===== src/rtl/urx_pkg.sv =====
package urx_pkg;

  typedef enum logic [2:0] {
    ST_IDLE, ST_START, ST_DATA, ST_MARK, ST_PAR, ST_STOP
  } urx_state_e;

  // Character size decode: codes 0..3 give 5..8 bits, 7 gives 9, the rest fall back to 8
  function automatic logic [3:0] size_bits(input logic [2:0] code);
    case (code)
      3'b000:  return 4'd5;
      3'b001:  return 4'd6;
      3'b010:  return 4'd7;
      3'b111:  return 4'd9;
      default: return 4'd8;
    endcase
  endfunction

  function automatic logic maj3(input logic a, input logic b, input logic c);
    return (a & b) | (a & c) | (b & c);
  endfunction

  // XOR of the lowest n bits of d
  function automatic logic low_xor(input logic [8:0] d, input logic [3:0] n);
    logic r;
    r = 1'b0;
    for (int i = 0; i < 9; i++) begin
      if (4'(i) < n) r = r ^ d[i];
    end
    return r;
  endfunction

endpackage


===== src/rtl/urx_sync.sv =====
module urx_sync #(
  parameter int STAGES = 2
) (
  input  logic clk,
  input  logic rst_n,
  input  logic din,
  output logic dout
);
  logic [STAGES-1:0] chain;

  generate
    for (genvar g = 0; g < STAGES; g++) begin : g_stage
      if (g == 0) begin : g_first
        always_ff @(posedge clk or negedge rst_n) begin
          if (!rst_n) chain[0] <= 1'b1;
          else        chain[0] <= din;
        end
      end else begin : g_next
        always_ff @(posedge clk or negedge rst_n) begin
          if (!rst_n) chain[g] <= 1'b1;
          else        chain[g] <= chain[g-1];
        end
      end
    end
  endgenerate

  assign dout = chain[STAGES-1];
endmodule


===== src/rtl/urx_frame.sv =====
module urx_frame
  import urx_pkg::*;
#(
  parameter int OS_NORM = 16,
  parameter int OS_FAST = 8,
  parameter int DATA_W  = 9
) (
  input  logic              clk,
  input  logic              rst_n,
  input  logic              en,
  input  logic              tick,
  input  logic              rxd_s,
  input  logic              dbl,
  input  logic [3:0]        nbits,
  input  logic              mpm,
  input  logic              par_en,
  input  logic              par_odd,
  output logic              frame_done,
  output logic              start_rej,
  output logic [DATA_W-1:0] fr_data,
  output logic              fr_mark,
  output logic              fr_stop_bad,
  output logic              fr_par_bad
);
  localparam int CNT_W = $clog2(OS_NORM);
  localparam logic [CNT_W-1:0] LAST_N = CNT_W'(OS_NORM - 1);
  localparam logic [CNT_W-1:0] LAST_F = CNT_W'(OS_FAST - 1);
  localparam logic [CNT_W-1:0] MID_N  = CNT_W'(OS_NORM / 2 - 1);
  localparam logic [CNT_W-1:0] MID_F  = CNT_W'(OS_FAST / 2 - 1);

  urx_state_e        state;
  logic [CNT_W-1:0]  os_cnt;
  logic [3:0]        bit_idx;
  logic              samp_a, samp_b, bit_now, mark_q, par_q;
  logic [DATA_W-1:0] data_q;

  logic [CNT_W-1:0] os_last, c_mid;
  logic at_a, at_b, at_dec, at_end, vote, last_data;

  assign os_last   = dbl ? LAST_F : LAST_N;
  assign c_mid     = dbl ? MID_F : MID_N;
  assign at_a      = (os_cnt == c_mid);
  assign at_b      = (os_cnt == c_mid + 1'b1);
  assign at_dec    = (os_cnt == c_mid + 2'd2);
  assign at_end    = (os_cnt == os_last);
  assign vote      = maj3(samp_a, samp_b, rxd_s);
  assign last_data = (bit_idx == nbits - 4'd1);

  always_ff @(posedge clk or negedge rst_n) begin
    if (!rst_n) begin
      state       <= ST_IDLE;
      os_cnt      <= '0;
      bit_idx     <= '0;
      samp_a      <= 1'b1;
      samp_b      <= 1'b1;
      bit_now     <= 1'b1;
      mark_q      <= 1'b0;
      par_q       <= 1'b0;
      data_q      <= '0;
      frame_done  <= 1'b0;
      start_rej   <= 1'b0;
      fr_stop_bad <= 1'b0;
      fr_par_bad  <= 1'b0;
    end else begin
      frame_done <= 1'b0;
      start_rej  <= 1'b0;
      if (!en) begin
        state  <= ST_IDLE;
        os_cnt <= '0;
      end else if (tick) begin
        if (state == ST_IDLE) begin
          if (!rxd_s) begin
            state   <= ST_START;
            os_cnt  <= CNT_W'(1);
            bit_idx <= '0;
            data_q  <= '0;
            mark_q  <= 1'b0;
          end
        end else begin
          os_cnt <= at_end ? '0 : os_cnt + 1'b1;
          if (at_a) samp_a <= rxd_s;
          if (at_b) samp_b <= rxd_s;
          if (at_dec) begin
            bit_now <= vote;
            if (state == ST_START && vote) begin
              state     <= ST_IDLE;
              start_rej <= 1'b1;
            end
            if (state == ST_STOP) begin
              state       <= ST_IDLE;
              frame_done  <= 1'b1;
              fr_stop_bad <= ~vote;
              fr_par_bad  <= par_en & ((low_xor(data_q, nbits) ^ par_odd) != par_q);
            end
          end
          if (at_end) begin
            case (state)
              ST_START: state <= ST_DATA;
              ST_DATA: begin
                data_q[bit_idx] <= bit_now;
                if (last_data) begin
                  if (mpm && nbits != 4'd9) state <= ST_MARK;
                  else if (par_en)          state <= ST_PAR;
                  else                      state <= ST_STOP;
                end else begin
                  bit_idx <= bit_idx + 4'd1;
                end
              end
              ST_MARK: begin
                mark_q <= bit_now;
                state  <= par_en ? ST_PAR : ST_STOP;
              end
              ST_PAR: begin
                par_q <= bit_now;
                state <= ST_STOP;
              end
              default: ;
            endcase
          end
        end
      end
    end
  end

  assign fr_data = data_q;
  assign fr_mark = (nbits == 4'd9) ? data_q[8] : mark_q;

  AST_EVENT_EXCL: assert property (@(posedge clk) disable iff (!rst_n)
    !(frame_done && start_rej));
  AST_DONE_AFTER_TICK: assert property (@(posedge clk) disable iff (!rst_n)
    frame_done |-> $past(tick));
  AST_REJ_TO_IDLE: assert property (@(posedge clk) disable iff (!rst_n)
    start_rej |-> (state == ST_IDLE));
endmodule


===== src/rtl/urx_buffer.sv =====
module urx_buffer #(
  parameter int DATA_W = 9
) (
  input  logic              clk,
  input  logic              rst_n,
  input  logic              en,
  input  logic              mpm,
  input  logic              frame_done,
  input  logic [DATA_W-1:0] fr_data,
  input  logic              fr_mark,
  input  logic              fr_stop_bad,
  input  logic              fr_par_bad,
  input  logic              rd_lo,
  input  logic              rxc_ie,
  input  logic              glob_ie,
  output logic [7:0]        rx_lo,
  output logic              rx_b8,
  output logic              rxc,
  output logic              fe,
  output logic              dor,
  output logic              pe,
  output logic              irq
);
  logic              accept;
  logic [DATA_W-1:0] buf_q;

  assign accept = frame_done & (~mpm | fr_mark);

  always_ff @(posedge clk or negedge rst_n) begin
    if (!rst_n) begin
      buf_q <= '0;
      rxc   <= 1'b0;
      fe    <= 1'b0;
      dor   <= 1'b0;
      pe    <= 1'b0;
    end else if (!en) begin
      buf_q <= '0;
      rxc   <= 1'b0;
      fe    <= 1'b0;
      dor   <= 1'b0;
      pe    <= 1'b0;
    end else if (accept && (!rxc || rd_lo)) begin
      buf_q <= fr_data;
      rxc   <= 1'b1;
      fe    <= fr_stop_bad;
      pe    <= fr_par_bad;
      dor   <= 1'b0;
    end else if (accept) begin
      dor <= 1'b1;
    end else if (rd_lo) begin
      rxc <= 1'b0;
      fe  <= 1'b0;
      pe  <= 1'b0;
      dor <= 1'b0;
    end
  end

  assign rx_lo = buf_q[7:0];
  assign rx_b8 = buf_q[8];
  assign irq   = rxc_ie & glob_ie & rxc;

  AST_FLUSH_CLEARS: assert property (@(posedge clk) disable iff (!rst_n)
    !en |=> (!rxc && !fe && !dor && !pe));
  AST_MP_DISCARD: assert property (@(posedge clk) disable iff (!rst_n)
    (frame_done && mpm && !fr_mark && !rxc) |=> !rxc);
  AST_OVERRUN_KEEP: assert property (@(posedge clk) disable iff (!rst_n)
    (en && accept && rxc && !rd_lo) |=> (dor && $stable(rx_lo) && $stable(rx_b8)));
  AST_READ_DROPS_IRQ: assert property (@(posedge clk) disable iff (!rst_n)
    (en && rd_lo && !frame_done) |=> !irq);
endmodule


===== src/rtl/mp_usart_rx.sv =====
module mp_usart_rx #(
  parameter int OS_NORM     = 16,
  parameter int OS_FAST     = 8,
  parameter int SYNC_STAGES = 2
) (
  input  logic       clk,
  input  logic       rst_n,
  input  logic       rxd,
  input  logic       baud_tick,
  input  logic       rx_en,
  input  logic       dbl_speed,
  input  logic       mp_mode,
  input  logic [2:0] size_code,
  input  logic [1:0] par_mode,
  input  logic       rxc_ie,
  input  logic       glob_ie,
  input  logic       rd_lo,
  output logic [7:0] rx_lo,
  output logic       rx_b8,
  output logic       rxc,
  output logic       fe,
  output logic       dor,
  output logic       pe,
  output logic       irq,
  output logic       rxd_own
);
  import urx_pkg::*;
  localparam int DATA_W = 9;

  logic              rxd_s;
  logic              frame_done, start_rej;
  logic [DATA_W-1:0] fr_data;
  logic              fr_mark, fr_stop_bad, fr_par_bad;
  logic [3:0]        nbits;

  assign nbits   = size_bits(size_code);
  assign rxd_own = rx_en;

  urx_sync #(.STAGES(SYNC_STAGES)) u_sync (
    .clk(clk), .rst_n(rst_n), .din(rxd), .dout(rxd_s)
  );

  urx_frame #(.OS_NORM(OS_NORM), .OS_FAST(OS_FAST), .DATA_W(DATA_W)) u_frame (
    .clk(clk), .rst_n(rst_n), .en(rx_en), .tick(baud_tick), .rxd_s(rxd_s),
    .dbl(dbl_speed), .nbits(nbits), .mpm(mp_mode),
    .par_en(par_mode[1]), .par_odd(par_mode[0]),
    .frame_done(frame_done), .start_rej(start_rej), .fr_data(fr_data),
    .fr_mark(fr_mark), .fr_stop_bad(fr_stop_bad), .fr_par_bad(fr_par_bad)
  );

  urx_buffer #(.DATA_W(DATA_W)) u_buf (
    .clk(clk), .rst_n(rst_n), .en(rx_en), .mpm(mp_mode),
    .frame_done(frame_done), .fr_data(fr_data), .fr_mark(fr_mark),
    .fr_stop_bad(fr_stop_bad), .fr_par_bad(fr_par_bad), .rd_lo(rd_lo),
    .rxc_ie(rxc_ie), .glob_ie(glob_ie), .rx_lo(rx_lo), .rx_b8(rx_b8),
    .rxc(rxc), .fe(fe), .dor(dor), .pe(pe), .irq(irq)
  );

  AST_REJ_NO_COMPLETE: assert property (@(posedge clk) disable iff (!rst_n)
    (start_rej && !rxc) |=> !rxc);
endmodule


===== config.mk =====
export PLATFORM = sky130hd
export DESIGN_NAME = mp_usart_rx
export DESIGN_NICKNAME = d
export VERILOG_FILES = /design/src/rtl/urx_pkg.sv /design/src/rtl/urx_sync.sv /design/src/rtl/urx_frame.sv /design/src/rtl/urx_buffer.sv /design/src/rtl/mp_usart_rx.sv
export SDC_FILE = /design/constraint.sdc
export NUM_CORES = 1
export LEC_CHECK = 0
export CORE_MARGIN = 5
export CORE_UTILIZATION = 51
export CTS_CLUSTER_DIAMETER = 80
export DETAILED_ROUTE_END_ITERATION = 16
export PLACE_DENSITY_LB_ADDON = 0.12
export SKIP_CTS_REPAIR_TIMING = 1
export SYNTH_ARGS = -nofsm -noshare
export SYNTH_HDL_FRONTEND = slang
export SYNTH_SLANG_ARGS = --single-unit

===== constraint.sdc =====
create_clock -name clk -period 7.2 [get_ports clk]
set_clock_uncertainty 0.2 [all_clocks]
set_input_delay 1.08 -clock clk [delete_from_list [all_inputs] [get_ports clk]]
set_output_delay 1.08 -clock clk [all_outputs]
set_load 0.01 [all_outputs]

==> results.json <==
{
  "cts.sinks": 43,
  "routedWlPerCell_microns": 15.7,
  "synth_nets": 286,
  "fin_cells": 349,
  "yosys.area.top_type_share": 0.370,
  "port_buffers": 29,
  "cpLargestDelayFamily": "buffers and inverters",
  "synthArstFlopShare": 1.00,
  "synthSimpleGateAreaFrac": 0.156,
  "htreeDepth": 2,
  "netlist_area_sq_um": 2570,
  "worst_setup_path_start_kind": "primary input",
  "finalWorstSetupSlack_ns": 3.36,
  "max_stage_delay_ns": 0.83,
  "final_area_sq_um": 2970,
  "postSynthCellCount": 261,
  "yosysTopAreaCell": "dfrtp_1",
  "num_vias": 2035,
  "clock_latency_ns": 0.30,
  "vdd_drop_max_mv": 0.153,
  "place_area_sq_um": 2860,
  "dp_cells": 342,
  "nFillCells": 434,
  "nNetsFinal": 307,
  "utilization": 0.616,
  "hold_path.class": "register to register",
  "status": "completed",
  "routed.top_layer": "met4",
  "rsz0062_at_grt": "false",
  "cp_num_buf_inv": 2,
  "synth_top_family_by_area": "compound AO/OA/AOI/OAI gates",
  "synth_ff_type": "dfrtp_1",
  "crit_type": "primary input to primary output",
  "cp.arrival_ns": 2.56,
  "die_y_microns": 81.0,
  "critical_path.cell_chain": "clkdlybuf4s50_1 > clkdlybuf4s50_1",
  "p_sw_mw": 0.121,
  "power.share.clock": 0.371,
  "synth_area_leaders": "dfrtp_1 37%, dfstp_2 5.1%, ha_1 4.9%",
  "dp.final_hpwl_microns": 3890,
  "yosys-mux-area-fraction": 0.0351,
  "timing.fmax_mhz": 261,
  "cp.required_ns": 5.92,
  "gp_congestion": 0.799,
  "wl_met3_microns": 326,
  "synth_compound_area_frac": 0.240,
  "finalSetupTns_ns": 0,
  "overflow": 0,
  "die_w_microns": 81.0,
  "synth_xor_area_frac": 0.0463,
  "synth_area_per_cell_sq_um": 9.85,
  "drcViolationCount": 0,
  "rows": 25,
  "root_buffer": "clkbuf_8",
  "power_density_nw_per_um2": 165,
  "cts_buffers": 5,
  "synth_edf_count": 0,
  "met2_length_microns": 2350,
  "holdWs_ns": 0.158,
  "via_per_inst": 5.83,
  "grt_max_degree": 44,
  "drive_gt1_frac": 0.117,
  "grt_pass1_wl_microns": 9480,
  "period_minus_slack_ns": 3.84,
  "hold_violations": 0,
  "synth-seq-area-share": 0.421,
  "cts_buffer_depth": 2,
  "combPwrFrac": 0.116,
  "power.total_mw": 0.490,
  "antenna_cells": 0,
  "cts_tree": "built",
  "synthAdderAreaFrac": 0.0526,
  "cp_common_cell": "clkdlybuf4s50_1",
  "drtAntennaViolNets": 0,
  "drt-met1-wl_microns": 2710,
  "maxCapViolCount": 0,
  "switching_share": 0.246,
  "worstMarginPinSlew_ns": 0.955,
  "crit_fanout": 19,
  "die_area_sq_um": 6560,
  "track_usage": 0.186,
  "drtIter0Drc": 94,
  "period_share": 0.533,
  "dp_slack_ns": 3.33,
  "ys_seq_elements": 43,
  "dr.pass1.iters": 4,
  "syn_to_final_growth_pct": 15.4,
  "ys_warn_count": 0,
  "p_int_mw": 0.369,
  "slew_headroom": 0.363,
  "core-area_sq_um": 4820,
  "endpoint_kind": "primary output",
  "maxSlewViolCount": 0,
  "leakage_nw": 1.26,
  "antenna_found_initial": 0,
  "slowest_stage": "clkdlybuf4s50_1",
  "grt_pass1_vias": 1898,
  "seq_area_sq_um": 1080,
  "seqPwrFrac": 0.513,
  "totalWireLength_microns": 5470,
  "start_util": 0.534,
  "synth_cell_type_count": 58,
  "setup_violations": 0,
  "multi_input_area_sq_um": 1360,
  "io_pins": 30,
  "clk_pin_slew_ns": 0.07
}
==> final timing paths <==
kind / start / endpoint / slack (ns) / cells after the start
worst max register to register: u_frame.os_cnt[0]$_DFFE_PN0P_ / u_frame.bit_idx[3]$_DFFE_PN0P_ / 4.35 / 6
max in group asynchronous: rst_n / u_frame.os_cnt[2]$_DFFE_PN0P_ / 5.47 / 1
min in group asynchronous: rst_n / u_buf.dor$_DFFE_PN0P_ / 0.72 / 1
worst min register to register: u_sync.chain[0]$_DFF_PN1_ / u_sync.dout$_DFF_PN1_ / 0.16 / 0
worst min-delay path: u_sync.chain[0]$_DFF_PN1_ / u_sync.dout$_DFF_PN1_ / 0.16 / 0
worst max-delay path: rx_en / rxd_own / 3.36 / 2
==> registers in the layout, indices dropped and copies added (netlist names), 3 cells and up <==
name             count
u_frame.bit_idx      4
u_frame.os_cnt       4
u_buf.buf_q          9
u_frame.state        3
u_frame.fr_data      9
==> power by group through the flow <==
stage	registers, mW	logic, mW	clock network, mW
after floorplan	0.253	0.0373	0
after global placement	0.256	0.0558	0
after detailed placement	0.256	0.0568	0
after CTS	0.251	0.0574	0.190
after global routing	0.252	0.0647	0.204
final	0.251	0.0568	0.182
==> cells in the mapped netlist, drive strengths merged (2+ instances only) <==
cell type / count
o21ai: 18
and3: 3
o21a: 2
buf: 6
xnor2: 7
a21boi: 6
o31ai: 7
clkbuf: 10
nand3: 7
o211ai: 2
nand3b: 2
nand4b: 2
a32oi: 2
nor3: 2
dfrtp: 38
o2bb2ai: 2
ha: 10
nand2: 22
a22o: 9
nor2: 11
dfstp: 5
nor3b: 2
mux2: 8
o221ai: 2
a21oi: 16
nor2b: 7
o41ai: 2
a21bo: 7
or3: 2
o2111ai: 2
nor4: 3
or4: 2
xor2: 4
inv: 12
==> layout make-up <==
cell class	instances	area share
clock buffer	6	0.0245
tap	67	0.0283
sequential	43	0.365
multi-input combinational	190	0.458
inverter	12	0.0152
clock inverter	1	0.0101
timing repair buffer	30	0.0987
==> placed cells by master, fill, tap and decap left out, types with 3 or more instances in the layout <==
cell             synthesis  routed
dfrtp_1                 38      38
clkdlybuf4s50_1          0      28
nand2_1                 22      22
o21ai_0                 17      17
a21oi_1                 16      16
inv_1                   12      12
nor2_1                  11      11
ha_1                    10      10
a22o_1                   9       9
mux2_2                   8       8
nand3_1                  7       7
xnor2_1                  7       7
o31ai_1                  7       7
nor2b_1                  7       7
a21bo_2                  7       7
a21boi_0                 6       6
clkbuf_8                 0       5
dfstp_2                  5       5
xor2_1                   4       4
and3_1                   3       3
==> layer usage <==
layer / up-vias / global-route usage
met2: 49 / 0.268
met3: 9 / 0.0410
met1: 982 / 0.275
li1: 995 / -
met5: - / 0
met4: 0 / 0.0659
==> kinds of logic (layout without fill, tap and decap cells) <==
group | after synthesis | after routing
simple gates | 73 | 73
fa+ha+maj | 11 | 11
compound gates | 86 | 86
xor+xnor | 12 | 12
buf+inv | 28 | 49
flops | 43 | 43
mux | 8 | 8
No activity file was read; power rests on OpenSTA's default activity.
